`config.mk`:
```
export PLATFORM = sky130hd
export DESIGN_NAME = cascade_ctl_router
export DESIGN_NICKNAME = d
export VERILOG_FILES = /design/src/rtl/cwr_pkg.sv /design/src/rtl/cwr_decode.sv /design/src/rtl/cwr_regbank.sv /design/src/rtl/cwr_outstage.sv /design/src/rtl/cascade_ctl_router.sv
export SDC_FILE = /design/constraint.sdc
export NUM_CORES = 1
export LEC_CHECK = 0
export BUFFER_PORTS_ARGS = -buffer_cell sky130_fd_sc_hd__clkbuf_2
export CAP_MARGIN = 20
export CELL_PAD_IN_SITES_DETAIL_PLACEMENT = 0
export CELL_PAD_IN_SITES_GLOBAL_PLACEMENT = 1
export CORE_UTILIZATION = 35
export CTS_CLUSTER_DIAMETER = 150
export DETAILED_ROUTE_END_ITERATION = 7
export PLACE_DENSITY_LB_ADDON = 0.05
export SYNTH_ARGS = -nofsm -noshare
export SYNTH_HDL_FRONTEND = slang
export SYNTH_SLANG_ARGS = --single-unit
export TNS_END_PERCENT = 1
```
`constraint.sdc`:
```
create_clock -name clk -period 2.5 [get_ports clk]
set_clock_uncertainty 0.15 [all_clocks]
set_input_delay 0.25 -clock clk [delete_from_list [all_inputs] [get_ports clk]]
set_output_delay 0.25 -clock clk [all_outputs]
set_load 0.05 [all_outputs]
```
`src/rtl/cwr_pkg.sv`:
```
// Shared field positions, mode encoding and decode record for the router.
package cwr_pkg;
    localparam int WORD_W  = 16;
    localparam int FLAG_B  = 15;
    localparam int HOP_LO  = 12;
    localparam int HOP_W   = 3;
    localparam int IDX_LO  = 8;
    localparam int IDX_W   = 3;
    localparam int DAT_W   = 8;
    localparam int MAX_REG = 1 << IDX_W;

    typedef enum logic [1:0] {
        MODE_PROG = 2'b00,
        MODE_DATA = 2'b01,
        MODE_MIX  = 2'b11
    } mode_e;

    typedef struct packed {
        logic               write;
        logic               fwd;
        logic [IDX_W-1:0]   idx;
        logic [DAT_W-1:0]   dat;
        logic [WORD_W-1:0]  fwd_word;
    } dec_t;
endpackage

```
`src/rtl/cwr_decode.sv`:
```
// Combinational classifier for one incoming word.
// Decides between a local write, a forward and a discard, from the current mode.
// Assumes the mode is stable for the whole cycle (it comes from a register).
module cwr_decode
    import cwr_pkg::*;
#(
    parameter int NUM_REGS = 8
) (
    input  logic              in_valid,
    input  logic [WORD_W-1:0] in_word,
    input  mode_e             mode,
    output dec_t              dec
);
    localparam int CMP_W = IDX_W + 1;
    localparam logic [CMP_W-1:0] NREG_C = CMP_W'(NUM_REGS);

    logic             accept;
    logic [HOP_W-1:0] hop;
    logic [IDX_W-1:0] idx;
    logic             local_hit;

    // Classify the word and build the forwarded copy with a reduced hop count.
    always_comb begin
        accept    = in_valid && ((mode == MODE_PROG) ||
                                 ((mode == MODE_MIX) && in_word[FLAG_B]));
        hop       = in_word[HOP_LO +: HOP_W];
        idx       = in_word[IDX_LO +: IDX_W];
        local_hit = (hop == '0);
        dec.write = accept && local_hit && ({1'b0, idx} < NREG_C);
        dec.fwd   = accept && !local_hit;
        dec.idx   = idx;
        dec.dat   = in_word[DAT_W-1:0];
        dec.fwd_word = in_word;
        dec.fwd_word[HOP_LO +: HOP_W] = hop - HOP_W'(1);
    end
endmodule

```
`src/rtl/cwr_regbank.sv`:
```
// Configuration register bank with the mode derived from register 0.
// Assumes the decoder already suppresses writes in data mode; the
// assertions here catch any write that slips through.
module cwr_regbank
    import cwr_pkg::*;
#(
    parameter int NUM_REGS = 8
) (
    input  logic                      clk,
    input  logic                      rst_n,
    input  logic                      wr_en,
    input  logic [IDX_W-1:0]          wr_idx,
    input  logic [DAT_W-1:0]          wr_dat,
    output logic [NUM_REGS*DAT_W-1:0] cfg_flat,
    output mode_e                     mode
);
    for (genvar g = 0; g < NUM_REGS; g++) begin : g_reg
        logic [DAT_W-1:0] q;
        // Hold one register; load it when its index is written.
        always_ff @(posedge clk) begin
            if (!rst_n)
                q <= '0;
            else if (wr_en && (wr_idx == IDX_W'(g)))
                q <= wr_dat;
        end
        assign cfg_flat[g*DAT_W +: DAT_W] = q;
    end

    // Decode the mode bits held in register 0.
    always_comb begin
        if (!cfg_flat[0])
            mode = MODE_PROG;
        else if (cfg_flat[1])
            mode = MODE_MIX;
        else
            mode = MODE_DATA;
    end

    assert_data_frozen_R7: assert property (@(posedge clk) disable iff (!rst_n)
        (mode == MODE_DATA) |=> $stable(cfg_flat));
    assert_data_sticky_R7: assert property (@(posedge clk) disable iff (!rst_n)
        (mode == MODE_DATA) |=> (mode == MODE_DATA));
endmodule

```
`src/rtl/cwr_outstage.sv`:
```
// Output registers: write strobe, forwarded word and sample path.
// Every output appears one clock after its cause.
// Sample words lose their top bit in mixed mode.
module cwr_outstage
    import cwr_pkg::*;
(
    input  logic              clk,
    input  logic              rst_n,
    input  dec_t              dec,
    input  mode_e             mode,
    input  logic              smp_in_valid,
    input  logic [WORD_W-1:0] smp_in_word,
    output logic              wr_strobe,
    output logic [IDX_W-1:0]  wr_index,
    output logic [DAT_W-1:0]  wr_data,
    output logic              fwd_valid,
    output logic [WORD_W-1:0] fwd_word,
    output logic              smp_out_valid,
    output logic [WORD_W-1:0] smp_out_word
);
    logic [WORD_W-1:0] smp_mark;

    // Clear the flag bit of a sample while mixed mode is active.
    always_comb begin
        smp_mark = smp_in_word;
        if (mode == MODE_MIX)
            smp_mark[FLAG_B] = 1'b0;
    end

    // Register the write strobe, the forwarded word and the sample.
    always_ff @(posedge clk) begin
        if (!rst_n) begin
            wr_strobe     <= 1'b0;
            wr_index      <= '0;
            wr_data       <= '0;
            fwd_valid     <= 1'b0;
            fwd_word      <= '0;
            smp_out_valid <= 1'b0;
            smp_out_word  <= '0;
        end else begin
            wr_strobe     <= dec.write;
            wr_index      <= dec.idx;
            wr_data       <= dec.dat;
            fwd_valid     <= dec.fwd;
            fwd_word      <= dec.fwd_word;
            smp_out_valid <= smp_in_valid;
            smp_out_word  <= smp_mark;
        end
    end

    assert_sample_flag_R6: assert property (@(posedge clk) disable iff (!rst_n)
        (smp_in_valid && mode == MODE_MIX) |=> (smp_out_valid && !smp_out_word[FLAG_B]));
    assert_write_xor_fwd_R2: assert property (@(posedge clk) disable iff (!rst_n)
        $onehot0({wr_strobe, fwd_valid}));
endmodule

```
`src/rtl/cascade_ctl_router.sv`:
```
// Top of the daisy-chain control word router.
// Composes the decoder, the register bank and the output stage.
// Assumes at most one incoming word and one sample word per cycle.
module cascade_ctl_router
    import cwr_pkg::*;
#(
    parameter int NUM_REGS = 8
) (
    input  logic                      clk,
    input  logic                      rst_n,
    input  logic                      in_valid,
    input  logic [15:0]               in_word,
    input  logic                      smp_in_valid,
    input  logic [15:0]               smp_in_word,
    output logic                      wr_strobe,
    output logic [2:0]                wr_index,
    output logic [7:0]                wr_data,
    output logic                      fwd_valid,
    output logic [15:0]               fwd_word,
    output logic                      smp_out_valid,
    output logic [15:0]               smp_out_word,
    output logic [1:0]                mode_o,
    output logic [NUM_REGS*8-1:0]     cfg_flat
);
    localparam int CMP_W = IDX_W + 1;
    localparam logic [CMP_W-1:0] NREG_C = CMP_W'(NUM_REGS);

    dec_t  dec;
    mode_e mode;

    cwr_decode #(.NUM_REGS(NUM_REGS)) u_decode (
        .in_valid (in_valid),
        .in_word  (in_word),
        .mode     (mode),
        .dec      (dec)
    );

    cwr_regbank #(.NUM_REGS(NUM_REGS)) u_regbank (
        .clk      (clk),
        .rst_n    (rst_n),
        .wr_en    (dec.write),
        .wr_idx   (dec.idx),
        .wr_dat   (dec.dat),
        .cfg_flat (cfg_flat),
        .mode     (mode)
    );

    cwr_outstage u_out (
        .clk           (clk),
        .rst_n         (rst_n),
        .dec           (dec),
        .mode          (mode),
        .smp_in_valid  (smp_in_valid),
        .smp_in_word   (smp_in_word),
        .wr_strobe     (wr_strobe),
        .wr_index      (wr_index),
        .wr_data       (wr_data),
        .fwd_valid     (fwd_valid),
        .fwd_word      (fwd_word),
        .smp_out_valid (smp_out_valid),
        .smp_out_word  (smp_out_word)
    );

    assign mode_o = mode;

    assert_fwd_hop_R3: assert property (@(posedge clk) disable iff (!rst_n)
        (in_valid && (mode == MODE_PROG || (mode == MODE_MIX && in_word[15])) &&
         in_word[14:12] != 3'd0)
        |=> (fwd_valid && !wr_strobe &&
             fwd_word[14:12] == $past(in_word[14:12]) - 3'd1 &&
             fwd_word[15] == $past(in_word[15]) &&
             fwd_word[11:0] == $past(in_word[11:0])));
    assert_mixed_data_ignored_R5: assert property (@(posedge clk) disable iff (!rst_n)
        (in_valid && mode == MODE_MIX && !in_word[15]) |=> (!wr_strobe && !fwd_valid));
    assert_data_mode_quiet_R7: assert property (@(posedge clk) disable iff (!rst_n)
        (mode == MODE_DATA) |=> (!wr_strobe && !fwd_valid));
    assert_index_in_range_R9: assert property (@(posedge clk) disable iff (!rst_n)
        wr_strobe |-> ({1'b0, wr_index} < NREG_C));
endmodule

```
Word-level counts from Yosys, hierarchy flattened --
Index checks and enable logic that the tools add are counted.
Cells by class: order comparisons 0, bitwise gates (word level) 1, muxes and demuxes 2, equal/unequal tests 8, reductions and logical operators 18, div/mod/pow operators 0, shift-type cells 0, $add $sub $neg 1, multiply operators 0
Operator list (number):
- == test 3 bit (second input constant) | 4
- logical AND 1 bit | 12
- == test 3 x 2 -> 1 bit (second input constant) | 2
- zero test 3 bit | 2
- 2-to-1 mux 2 bit | 2
- == test 3 x 1 -> 1 bit (second input constant) | 1
- subtractor 3 x 1 -> 3 bit (second input constant) | 1
- == test 2 bit (second input constant) | 1
- zero test 2 bit | 1
- OR reduction 2 bit | 1
- zero test 1 bit | 1
- logical OR 1 bit | 1
- inverter 1 bit | 1
Storage, ports and cells: register bits after elaboration 110, input port bits 36, latch bits 0, memory bits (read-only) 0, memory bits (writable) 0, memories 0, output and inout port bits 112

Depth between registers and ports, before layout --
word-level depth 8, mapped depth 6

By module --
A second synthesis with hierarchy kept.
Second synthesis, totals: cells, all modules 359, area total of the unflattened synthesis 3883.7 um^2
By module, submodules not included:
- cwr_regbank | seq. area each 1281.2 um^2, area an instance 2356.0 um^2, cells an instance 225, instances 1
- cwr_outstage | seq. area each 920.9 um^2, area an instance 1256.2 um^2, cells an instance 97, instances 1
- cwr_decode | seq. area each 0.0 um^2, area an instance 271.5 um^2, cells an instance 37, instances 1

Least setup slack after synthesis --
No wires, ideal clock.
path type register to register, from register u_regbank.g_reg[0].q[1], to register u_regbank.g_reg[0].q[0], period minus slack after synthesis 1.947 ns, path slack 0.553 ns, arrival time 1.670 ns, stages on the path, launching flop included 5, path buffers 1, cell sequence dfxtp_1 a21boi_2 or4b_1 buf_6 mux2i_1
On the way: longest elaborated chain between the ends 8, elaborated cells on any way between the ends 9
RTL lines:
- start: declaration | line cwr_regbank.sv:18 | logic [DAT_W-1:0] q;
- start signal: assignment | line cwr_regbank.sv:24 | q <= wr_dat;
- 2-to-1 mux 2 bit (*) | line cwr_regbank.sv:33 | else if (cfg_flat[1])
- 2-to-1 mux 2 bit (*) | line cwr_regbank.sv:31 | if (!cfg_flat[0])
- == test 2 bit | line cwr_decode.sv:25 | ((mode == MODE_MIX) && in_word[FLAG_B]));
- logical AND 1 bit | line cwr_decode.sv:25
- logical OR 1 bit (*) | line cwr_decode.sv:24 | accept = in_valid && ((mode == MODE_PROG) ||
- logical AND 1 bit (*) | line cwr_decode.sv:24
- logical AND 1 bit (*) | line cwr_decode.sv:29 | dec.write = accept && local_hit && ({1'b0, idx} < NREG_C);
- logical AND 1 bit (*) | line cwr_regbank.sv:23 | else if (wr_en && (wr_idx == IDX_W'(g)))
Every way passes the cells marked *; elsewhere a longest branch is shown, timed or not. A chain may end at the register's enable or synchronous reset.

Worst setup path after layout --
from input in_word[12], to register u_regbank.g_reg[0].q[0]
On the way: longest elaborated chain between the ends 3
RTL lines:
- start: declaration | line cascade_ctl_router.sv:12 | input logic [15:0] in_word,
- zero test 3 bit | line cwr_decode.sv:28 | local_hit = (hop == '0);
- logical AND 1 bit | line cwr_decode.sv:29
- logical AND 1 bit | line cwr_regbank.sv:23
Every way passes these cells.

==> results.py <==
metrics = {
    "critical_path": {
        "arrival_ns": 2.31,
        "crit_buf_inv": 3,
        "start_kind": "input pin",
        "crit_required_ns": 2.57,
        "critPathKind": "input pin to flop",
        "critPathMaxStageDelay_ns": 0.70,
        "crit_path_cell_trace": "dlygate4sd3_1 > clkbuf_2 > inv_1 > ha_1 > and4bb_1 > or4b_1 > mux2i_1",
        "crit_end": "u_regbank.g_reg[0].q[0]$_SDFFE_PN0P_",
        "cp_max_fo": 8,
        "r2r_cells": 3,
        "crit_start": "in_word[12]",
        "critPathSlowestCell": "or4b_1",
        "rrSetupSlack_ns": 0.60,
        "cp_top_family": "simple AND/OR/NAND/NOR gates",
        "timing.rr.end": "u_regbank.g_reg[0].q[7]$_SDFFE_PN0P_",
        "regToRegStartpoint": "u_regbank.g_reg[0].q[0]$_SDFFE_PN0P_",
        "cp-end-kind": "flop",
        "path_depth": 7,
    },
    "layout": {
        "drive_above_1_share_pct": 36.0,
        "fin_nets": 515,
        "antennaDiodeCount": 0,
        "final_cell_mix": "146 x clkbuf_2, 99 x dfxtp_1, 74 x nand2_1, 64 x mux2i_1, 23 x and2_1",
        "final_common_cell": "clkbuf_2",
        "syn_to_final_growth_pct": 35.1,
        "seqCellArea_um2": 1980,
        "fin_area_um2": 4670,
        "n_fill_cell": 921,
        "multi_input_area_um2": 1280,
    },
    "hold_path": {
        "min_path_cells": 3,
        "hold_path_class": "input pin to flop",
        "min-delay-start": "in_word[14]",
    },
    "floorplanning": {
        "ios": 148,
        "num_rows": 35,
        "core_um2": 9420,
        "die_y_um": 101,
        "die-area_um2": 10300,
        "start_util_pct": 36.7,
        "die_w_um": 101,
    },
    "grt": {
        "grt_pass1_vias": 2447,
        "antenna_found_initial": 0,
        "grt_pass1_wl_um": 12700,
        "grt_util_all_layers_pct": 16.5,
        "grt_overflow": 0,
        "grt_start_max_net_pins": 73,
    },
    "placement": {
        "hpwl_um": 5480,
        "placed_cell_area_um2": 4270,
        "gp_congestion": 0.673,
        "numPortBuffers": 147,
        "post-place-ws_ns": 0.443,
    },
    "clock_tree": {
        "clockBufferDepth": 2,
        "cts_tree": "done",
        "htreeDepth": 3,
        "cts_num_sinks": 99,
        "clock-root-buffer": "clkbuf_8",
        "numCtsBuffers": 9,
        "post_cts_resized": 0,
        "clkLatencyLatePin_ns": 0.34,
        "clkSlewWorstSetupHoldPaths_ns": 0.09,
    },
    "timing": {
        "tns_ns": 0,
        "hold_viol_final": 0,
        "setup_ws_ns": 0.255,
        "drv_slew": 0,
        "min_period_ns": 2.25,
        "fmax_mhz": 445,
        "tightestPinTransition_ns": 0.601,
        "max_slew_margin_pct": 59.7,
        "period_share_pct": 89.8,
        "rsz0062_at_grt": "false",
        "holdWs_ns": 0.0715,
        "setup_viol": 0,
    },
    "run": {
        "drv_cap": 0,
    },
    "synth": {
        "synth_top_area_cell": "dfxtp_1",
        "ys_seq_area_share_pct": 57.4,
        "synth_area_leaders": "dfxtp_1 57%, mux2i_1 19%, nand2_1 8.0%",
        "ys_warn_count": 0,
        "synth_fp_nets": 357,
        "avgSynthCellArea_um2": 10.8,
        "postSynthCellCount": 319,
        "yosysTopAreaCellShare_pct": 57.4,
        "ys_seq_elements": 99,
        "yosysUniqueCellTypes": 25,
        "syn_area_um2": 3450,
    },
    "routing": {
        "routedWlPerCell_um": 13.5,
        "wl_um": 8220,
        "drt.antenna.violating_nets": 0,
        "drtIter0Drc": 60,
        "vias": 2628,
        "via_per_inst": 4.32,
        "drc": 0,
        "drtPass1Iterations": 4,
    },
    "power": {
        "leakagePower_nw": 2.26,
        "power_per_cell_area_nw_per_um2": 633,
        "p_total_mw": 2.95,
        "vdd_drop_max_uv": 254,
    },
    "status": {
        "status": "finished clean",
    },
}
-- area by class of cell --
type,count,area share (%)
clock inverter,4,1.15
clock buffer,10,2.73
inverter,10,0.804
multi-input combinational,181,27.5
timing repair buffer,176,21.9
sequential,99,42.5
tap,129,3.46
-- metal layers --
layer | global-route usage, % | part of all wire (%)
met1 | 21.6 | 47
met2 | 26.3 | 47
met3 | 3.66 | 4.9
met4 | 6.69 | 1.2
met5 | 0 | 0
-- report_power, final --
part | switching (mW) | internal, mW | total, mW
registers | 0.0110 | 1.61 | 1.62
clock network | 0.530 | 0.455 | 0.985
logic | 0.250 | 0.0976 | 0.347
-- cell usage after synthesis --
| library cell | n |
|---|---|
| buf_6 | 1 |
| and4b_1 | 1 |
| nor3b_1 | 1 |
| xor2_1 | 1 |
| and2_1 | 23 |
| ha_1 | 2 |
| clkbuf_1 | 10 |
| and4bb_1 | 1 |
| or4b_1 | 1 |
| inv_1 | 10 |
| nor4_4 | 1 |
| mux2i_1 | 64 |
| dfxtp_1 | 99 |
| nor4bb_1 | 1 |
| buf_2 | 6 |
| nor2_1 | 1 |
| nand4b_1 | 1 |
| nor4b_1 | 2 |
| nor3_4 | 1 |
| nand4bb_1 | 2 |
| a21boi_2 | 1 |
| nor2b_1 | 2 |
| buf_4 | 12 |
| nand2b_1 | 1 |
| nand2_1 | 74 |
-- cell families after synthesis --
logic type,after synthesis,synth area share (%)
AO/OA/AOI/OAI,1,0.326
XOR/XNOR,1,0.254
adder cells (fa/ha/maj),2,0.724
buffers and inverters,39,5.98
flip-flops,99,57.4
multiplexers,64,18.5
AND/OR/NAND/NOR,113,16.8
-- stage by stage --
step	util, %	instances
floorplan	-	319
global placement	45.3	573
detailed placement	45.3	573
CTS	49.6	609
global route	49.6	609
finish	49.6	609
-- what timing repair did --
item / in CTS / in global routing
endpoints found under the hold margin: 22 / 0
hold buffers: 22 / 0
setup buffers: 0 / 0
-- worst min-delay path by stage --
stage	to	slack, ns
2_1_floorplan	u_out.fwd_word[12]$_SDFF_PN0_	0.17
3_3_place_gp	u_out.fwd_word[12]$_SDFF_PN0_	0.29
3_5_place_dp	u_out.fwd_word[12]$_SDFF_PN0_	0.29
4_1_cts	u_out.wr_strobe$_SDFF_PN0_	0.06
5_1_grt	u_out.wr_strobe$_SDFF_PN0_	0.08
6_report	u_out.wr_strobe$_SDFF_PN0_	0.07
-- tightest hold or removal path: stages --
cell and delay (ns):
clkbuf_2 0.11, nand2b_1 0.12, nor4bb_1 0.05
-- flip-flops by register name, summed over array words and instances (netlist names) --
register	cells
u_out.smp_out_valid	1
u_out.fwd_valid	1
u_out.wr_strobe	1
u_regbank.g.q	64
u_out.smp_out_word	16
u_out.fwd_word	16
No activity file was read; power rests on OpenSTA's default activity.
